===== src/rtl/shreg_pkg.sv =====
package shreg_pkg;
  typedef enum logic {
    LANE_SERIAL   = 1'b0,
    LANE_FEEDBACK = 1'b1
  } lane_kind_e;
endpackage


===== src/rtl/shreg_taps.sv =====
module shreg_taps #(
  parameter int unsigned        WIDTH    = 11,
  parameter logic [WIDTH-1:0]   TAP_MASK = 11'h710
) (
  input  logic [WIDTH-1:0] vec_i,
  output logic             fb_o
);
  logic [WIDTH-1:0] sel;

  for (genvar i = 0; i < WIDTH; i++) begin : g_tap
    if (TAP_MASK[i]) begin : g_on
      assign sel[i] = vec_i[i];
    end else begin : g_off
      assign sel[i] = 1'b0;
    end
  end

  assign fb_o = ^sel;
endmodule


===== src/rtl/shreg_warmup.sv =====
module shreg_warmup #(
  parameter int unsigned WARM_MOVES = 2,
  localparam int unsigned CW = $clog2(WARM_MOVES + 1)
) (
  input  logic clk_i,
  input  logic rst_ni,
  input  logic clr_i,
  input  logic step_i,
  output logic ready_o
);
  localparam logic [CW-1:0] DONE = CW'(WARM_MOVES);

  logic [CW-1:0] cnt_q;

  always_ff @(posedge clk_i or negedge rst_ni) begin
    if (!rst_ni)                     cnt_q <= '0;
    else if (clr_i)                  cnt_q <= '0;
    else if (step_i && cnt_q != DONE) cnt_q <= cnt_q + 1'b1;
  end

  assign ready_o = (cnt_q == DONE);
endmodule


===== src/rtl/shreg_lane.sv =====
module shreg_lane #(
  parameter int unsigned WIDTH    = 11,
  parameter int unsigned MOVE_BIT = 5
) (
  input  logic             clk_i,
  input  logic             rst_ni,
  input  logic             load_i,
  input  logic [WIDTH-1:0] ld_val_i,
  input  logic             en_i,
  input  logic             in_bit_i,
  output logic [WIDTH-1:0] q_o,
  output logic             move_o
);
  logic [WIDTH-1:0] q_q;

  // self-gated: the lane's own bit decides the move
  assign move_o = en_i && !load_i && q_q[MOVE_BIT];

  always_ff @(posedge clk_i or negedge rst_ni) begin
    if (!rst_ni)     q_q <= '0;
    else if (load_i) q_q <= ld_val_i;
    else if (move_o) q_q <= {q_q[WIDTH-2:0], in_bit_i};
  end

  assign q_o = q_q;
endmodule


===== src/rtl/shreg_bank.sv =====
module shreg_bank
  import shreg_pkg::*;
#(
  parameter int unsigned      WIDTH      = 11,
  parameter int unsigned      MOVE_BIT   = 5,
  parameter int unsigned      NUM_LANES  = 3,
  parameter int unsigned      WARM_MOVES = 2,
  parameter logic [WIDTH-1:0] TAP_MASK   = 11'h710,
  localparam int unsigned     FB_LANE    = NUM_LANES - 1
) (
  input  logic                                clk_i,
  input  logic                                rst_ni,
  input  logic                                load_i,
  input  logic                                en_i,
  input  logic                                ser_i,
  input  logic [NUM_LANES-1:0][WIDTH-1:0]     ld_val_i,
  output logic [NUM_LANES-1:0][WIDTH-1:0]     q_o,
  output logic [NUM_LANES-1:0]                ser_o,
  output logic                                ready_o
);
  logic [NUM_LANES-1:0] move;
  logic [NUM_LANES-1:0] in_bit;
  logic                 fb;
  logic                 ready;

  shreg_taps #(.WIDTH(WIDTH), .TAP_MASK(TAP_MASK)) i_taps (
    .vec_i (q_o[FB_LANE]),
    .fb_o  (fb)
  );

  shreg_warmup #(.WARM_MOVES(WARM_MOVES)) i_warmup (
    .clk_i   (clk_i),
    .rst_ni  (rst_ni),
    .clr_i   (load_i),
    .step_i  (move[FB_LANE]),
    .ready_o (ready)
  );

  for (genvar k = 0; k < NUM_LANES; k++) begin : g_lane
    localparam lane_kind_e KIND = (k == FB_LANE) ? LANE_FEEDBACK : LANE_SERIAL;

    if (KIND == LANE_FEEDBACK) begin : g_fb
      // serial fill until the top bits are valid
      assign in_bit[k] = ready ? fb : ser_i;
    end else begin : g_ser
      assign in_bit[k] = ser_i;
    end

    shreg_lane #(.WIDTH(WIDTH), .MOVE_BIT(MOVE_BIT)) i_lane (
      .clk_i    (clk_i),
      .rst_ni   (rst_ni),
      .load_i   (load_i),
      .ld_val_i (ld_val_i[k]),
      .en_i     (en_i),
      .in_bit_i (in_bit[k]),
      .q_o      (q_o[k]),
      .move_o   (move[k])
    );

    assign ser_o[k] = q_o[k][WIDTH-1];
  end

  assign ready_o = ready;
endmodule


===== config.mk =====
export PLATFORM = sky130hd
export DESIGN_NAME = shreg_bank
export DESIGN_NICKNAME = d
export VERILOG_FILES = /design/src/rtl/shreg_pkg.sv /design/src/rtl/shreg_taps.sv /design/src/rtl/shreg_warmup.sv /design/src/rtl/shreg_lane.sv /design/src/rtl/shreg_bank.sv
export SDC_FILE = /design/constraint.sdc
export NUM_CORES = 1
export LEC_CHECK = 0
export ABC_AREA = 1
export BUFFER_PORTS_ARGS = -buffer_cell sky130_fd_sc_hd__buf_2
export CORE_ASPECT_RATIO = 1.2
export CORE_MARGIN = 1.5
export CORE_UTILIZATION = 50
export DETAILED_ROUTE_END_ITERATION = 6
export PLACE_DENSITY = 0.84
export RECOVER_POWER = 50
export SLEW_MARGIN = 5
export SYNTH_ARGS = -nofsm -noshare
export SYNTH_HDL_FRONTEND = slang
export SYNTH_SLANG_ARGS = --single-unit

===== constraint.sdc =====
create_clock -name clk_i -period 1.7 [get_ports clk_i]
set_clock_uncertainty 0.1 [all_clocks]
set_input_delay 0.34 -clock clk_i [delete_from_list [all_inputs] [get_ports clk_i]]
set_output_delay 0.34 -clock clk_i [all_outputs]
set_load 0.005 [all_outputs]

======== Word-level counts from Yosys, hierarchy flattened ========
Index checks and enable logic that the tools add are counted.
operators by class
  add/sub/neg operators ................... 1
  equality and inequality tests ........... 2
  multiplexer cells ....................... 9
  reductions and logical operators ........ 11
operator list
  kind                 number
  $mux 11              6
  $reduce_xor 11->1    1
  $reduce_bool 2->1    4
  $logic_and 1x1->1    5
  $mux 2               2
  $add 2x1->2 const B  1
  $eq 2x2->1 const B   1
  $ne 2x2->1 const B   1
  $logic_not 1->1      1
  $mux 1               1
storage, ports and cells
  register bits ........................... 35
  output and inout port bits .............. 37
  logic and storage cells ................. 27

======== Longest topological paths before layout ========
  depth after elaboration ................. 6
  mapped depth ............................ 7
  gate-level depth less buffers ........... 7

======== Hierarchy ========
Synthesis repeated with hierarchy kept, for this count alone.
second synthesis, totals
  cells, all modules ...................... 278
  area total of the unflattened synthesis .. 1991.9 sq um
by module, submodules not included
  module        times used  cells an instance  area each (sq um)  seq. area each (sq um)
  shreg_lane    3           80                 590.6              275.3
  shreg_warmup  1           16                 118.9              50.0
  shreg_taps    1           15                 63.8               0.0
  shreg_bank    1           7                  37.5               0.0

======== Worst setup path after synthesis ========
Ideal clock, no wire load.
  kind .................................... input port to flip-flop
  from .................................... in load_i
  to ...................................... reg g_lane[1].i_lane.q_q[10]
  setup time .............................. 0.119 ns
  data arrival time ....................... 0.917 ns
  data required time ...................... 1.481 ns
  path slack .............................. 0.564 ns
  stages on the path ...................... 6
  path buffers ............................ 1
  path through ............................ inv_2 -> buf_2 -> nand2_1 -> o21ai_1 -> nand2_1 -> o21a_1
between the ends
  word-level cells in the longest chain between the ends .. 4
  elaborated cells between the ends (all ways) .. 5
  classes of those cells .................. 1 x mux; 4 x reduce/logical
ends and longest elaborated chain
  item                            line              source
  start: declaration              shreg_bank.sv:13  input logic load_i,
  $logic_not 1->1                 shreg_lane.sv:17  assign move_o = en_i && !load_i && q_q[MOVE_BIT];
  $logic_and 1x1->1 (2 in a row)  shreg_lane.sv:17
  $reduce_bool 2->1 (no line)     n/a
  end signal: assignment          shreg_lane.sv:21  else if (load_i) q_q <= ld_val_i;
  end signal: assignment          shreg_lane.sv:22  else if (move_o) q_q <= {q_q[WIDTH-2:0], in_bit_i};
  end: declaration                shreg_lane.sv:14  logic [WIDTH-1:0] q_q;
Several ways; a longest one is shown, not always the timed one.
A chain may end at the register's enable or synchronous reset.

======== Worst setup path in the final report ========
  from .................................... reg i_warmup.cnt_q[0]
  to ...................................... out ready_o
between the ends
  word-level cells in the longest chain between the ends .. 1
ends and longest elaborated chain
  item                      line                source
  start: declaration        shreg_warmup.sv:13  logic [CW-1:0] cnt_q;
  start signal: assignment  shreg_warmup.sv:18  else if (step_i && cnt_q != DONE) cnt_q <= cnt_q + 1'b1;
  $eq 2x2->1                shreg_warmup.sv:21  assign ready_o = (cnt_q == DONE);
  end: declaration          shreg_bank.sv:19    output logic ready_o
Every way passes these cells.

==> results.json <==
{
  "crit_end": "ready_o",
  "syn2layout_area_growth_pct": 26.6,
  "synth_seq_cells": 35,
  "max_freq_mhz": 644,
  "syn_area_um2": 1720,
  "vias_per_cell": 5.17,
  "place_hpwl_um": 2960,
  "synth_nets": 243,
  "cp.required_ps": 1260,
  "antenna_found_initial": 0,
  "wl_met2_um": 2020,
  "cts_resized": 0,
  "first_iter_violations": 52,
  "io_pins": 75,
  "area.sequential_um2": 876,
  "grt_first_pass_wirelength_um": 6620,
  "grt_pass1_vias": 1531,
  "clk_latency_ps": 290,
  "p_per_area_nw_per_um2": 935,
  "drv_slew": 0,
  "p_leak_nw": 1.19,
  "coreArea_um2": 3310,
  "fin_crit_sh": 0.913,
  "ir_worst_vdd_mv": 0.688,
  "clk_path_buf_depth": 2,
  "synth_cells": 204,
  "total_power_w": 0.00203,
  "ys_seq_area_frac": 0.509,
  "r2r_end": "g_lane[1].i_lane.q_o[1]",
  "grt_max_degree": 21,
  "routedLengthMet1_um": 1710,
  "critPathMaxFanout": 4,
  "period_needed_ps": 1550,
  "yosysTopAreaCell": "dfrtp_1",
  "setup-tns-final_ps": 0,
  "slew_headroom": 0.668,
  "ff2ff_path_depth": 4,
  "drive_gt1_frac": 0.326,
  "wl_met3_um": 239,
  "clkSinkCount": 35,
  "ant_nets": 0,
  "initial_core_util": 0.519,
  "path_cells": "inv_1 > ha_1 > buf_2",
  "routed.top_layer": "met4",
  "r2r_start": "g_lane[1].i_lane.q_o[5]",
  "r2r_slack_ps": 340,
  "status": "finished, final reports clean",
  "rsz0062_at_grt": "no",
  "cts_tree": "yes",
  "cts_buffers": 5,
  "cts-root-buf": "clkbuf_8",
  "routed_wl_um": 4020,
  "critical_path.startpoint": "i_warmup.cnt_q[0]",
  "cp_slowest_cell": "dfrtp_1",
  "avgSynthCellArea_um2": 8.43,
  "antenna_cells": 0,
  "row_count": 23,
  "gp_routability_congestion": 0.788,
  "track_usage": 0.226,
  "drv_cap": 0,
  "clk_pin_slew_worst_paths_ps": 70,
  "worstMarginPinSlew_ps": 497,
  "setup_violations": 0,
  "dr.pass1.iters": 4,
  "die_w_um": 56.5,
  "overflow": 0,
  "fin_util": 0.657,
  "dieArea_um2": 3800,
  "cp.arrival_ps": 1110,
  "hold_viol_final": 0,
  "multi_input_area_um2": 663,
  "postPlaceCellArea_um2": 2100,
  "critPathMaxStageDelay_ps": 390,
  "final_cell_area_um2": 2180,
  "cts_max_level": 2,
  "crit_type": "reg -> out",
  "synth_cell_types": 18,
  "start_kind": "flop",
  "nets": 318,
  "dieHeight_um": 67.2,
  "yosys_warnings": 0,
  "vias": 1635,
  "fillCellCount": 295,
  "whs_path_depth": 3,
  "wl_per_cell_um": 12.7,
  "critPathCaptureType": "primary output",
  "hold_path.class": "in -> reg",
  "cts_setup_buffers": 0,
  "synthDominantCellAreaShare": 0.509,
  "drc_errors": 0,
  "synth_area_leaders": "dfrtp_1 51%, nand2_1 14%, o211ai_1 7.9%",
  "io_buffers": 74
}
registers in the layout (all words and copies together), names as in the netlist:
name               count
g_lane.i_lane.q_o     33
i_warmup.cnt_q         2
worst min path at each step:
stage                 startpoint                      end
CTS                 ld_val_i[16]  g_lane[1].i_lane.q_o[5]
detailed placement        rst_ni  g_lane[0].i_lane.q_o[1]
finish              ld_val_i[16]  g_lane[1].i_lane.q_o[5]
floorplan                 rst_ni  g_lane[0].i_lane.q_o[0]
global route        ld_val_i[16]  g_lane[1].i_lane.q_o[5]
global placement          rst_ni  g_lane[0].i_lane.q_o[1]
logic make-up (layout without fill, tap and decap cells):
group	count (synthesis)	after routing	synth area share
AOI/OAI and AO/OA	50	50	0.186
adders and majority gates	1	1	0.00728
buffers and inverters	37	112	0.100
DFF	35	35	0.509
and+or+nand+nor	81	81	0.197
metal layers:
| layer | track usage | vias up |
|---|---|---|
| met4 | 0.0833 | 0 |
| met2 | 0.378 | 53 |
| met3 | 0.0670 | 4 |
| li1 | - | 819 |
| met5 | 0 | - |
| met1 | 0.279 | 759 |
metrics by stage:
| step | instances | hold slack [ps] | setup WS, ps |
|---|---|---|---|
| 2_1_floorplan | 204 | -55.6 | 564 |
| 3_3_place_gp | 308 | 198 | 223 |
| 3_5_place_dp | 308 | 204 | 179 |
| 4_1_cts | 316 | 163 | 149 |
| 5_1_grt | 316 | 161 | 55.6 |
| 6_report | 316 | 167 | 148 |
power breakdown:
group	switching, W	total (W)	internal [W]
combinational	0.000233	0.000427	0.000194
sequential	0.0000701	0.00100	0.000933
clock	0.000288	0.000605	0.000318
total	0.000590	0.00203	0.00144
cells in the final DEF (no fill, tap or decap), drive strengths merged:
master and count:
buf 75, nand2 66, dfrtp 35, inv 26, o21ai 23, o211ai 18
nand3 12, clkbuf 9, a22oi 6, nor2 3, o21a 2, a21oi 1
ha 1, clkinv 1, dlygate4sd3 1
synth_stat cells (all sizes together):
library cell	n
a21oi	1
nand3	12
o21ai	23
o211ai	18
dfrtp	35
ha	1
buf	11
nand2	66
nor2	3
inv	26
o21a	2
a22oi	6
layout make-up:
class / count / area share
clock inverter: 1 / 0.00230
inverter: 26 / 0.0449
tap: 37 / 0.0213
sequential: 35 / 0.403
timing repair buffer: 79 / 0.186
multi-input combinational: 132 / 0.305
clock buffer: 6 / 0.0380
repair_timing:
item,4_1_cts,5_1_grt
endpoints found under the setup margin,0,0
hold endpoints to repair,17,0
hold buffers,1,0
worst max-delay path, delay by kind of cell, from the launching register on:
family | cells | cell delay (ps)
buffers and inverters | 2 | 200
flip-flops | 1 | 390
adder cells (fa/ha/maj) | 1 | 230
No activity file was read; power rests on OpenSTA's default activity.
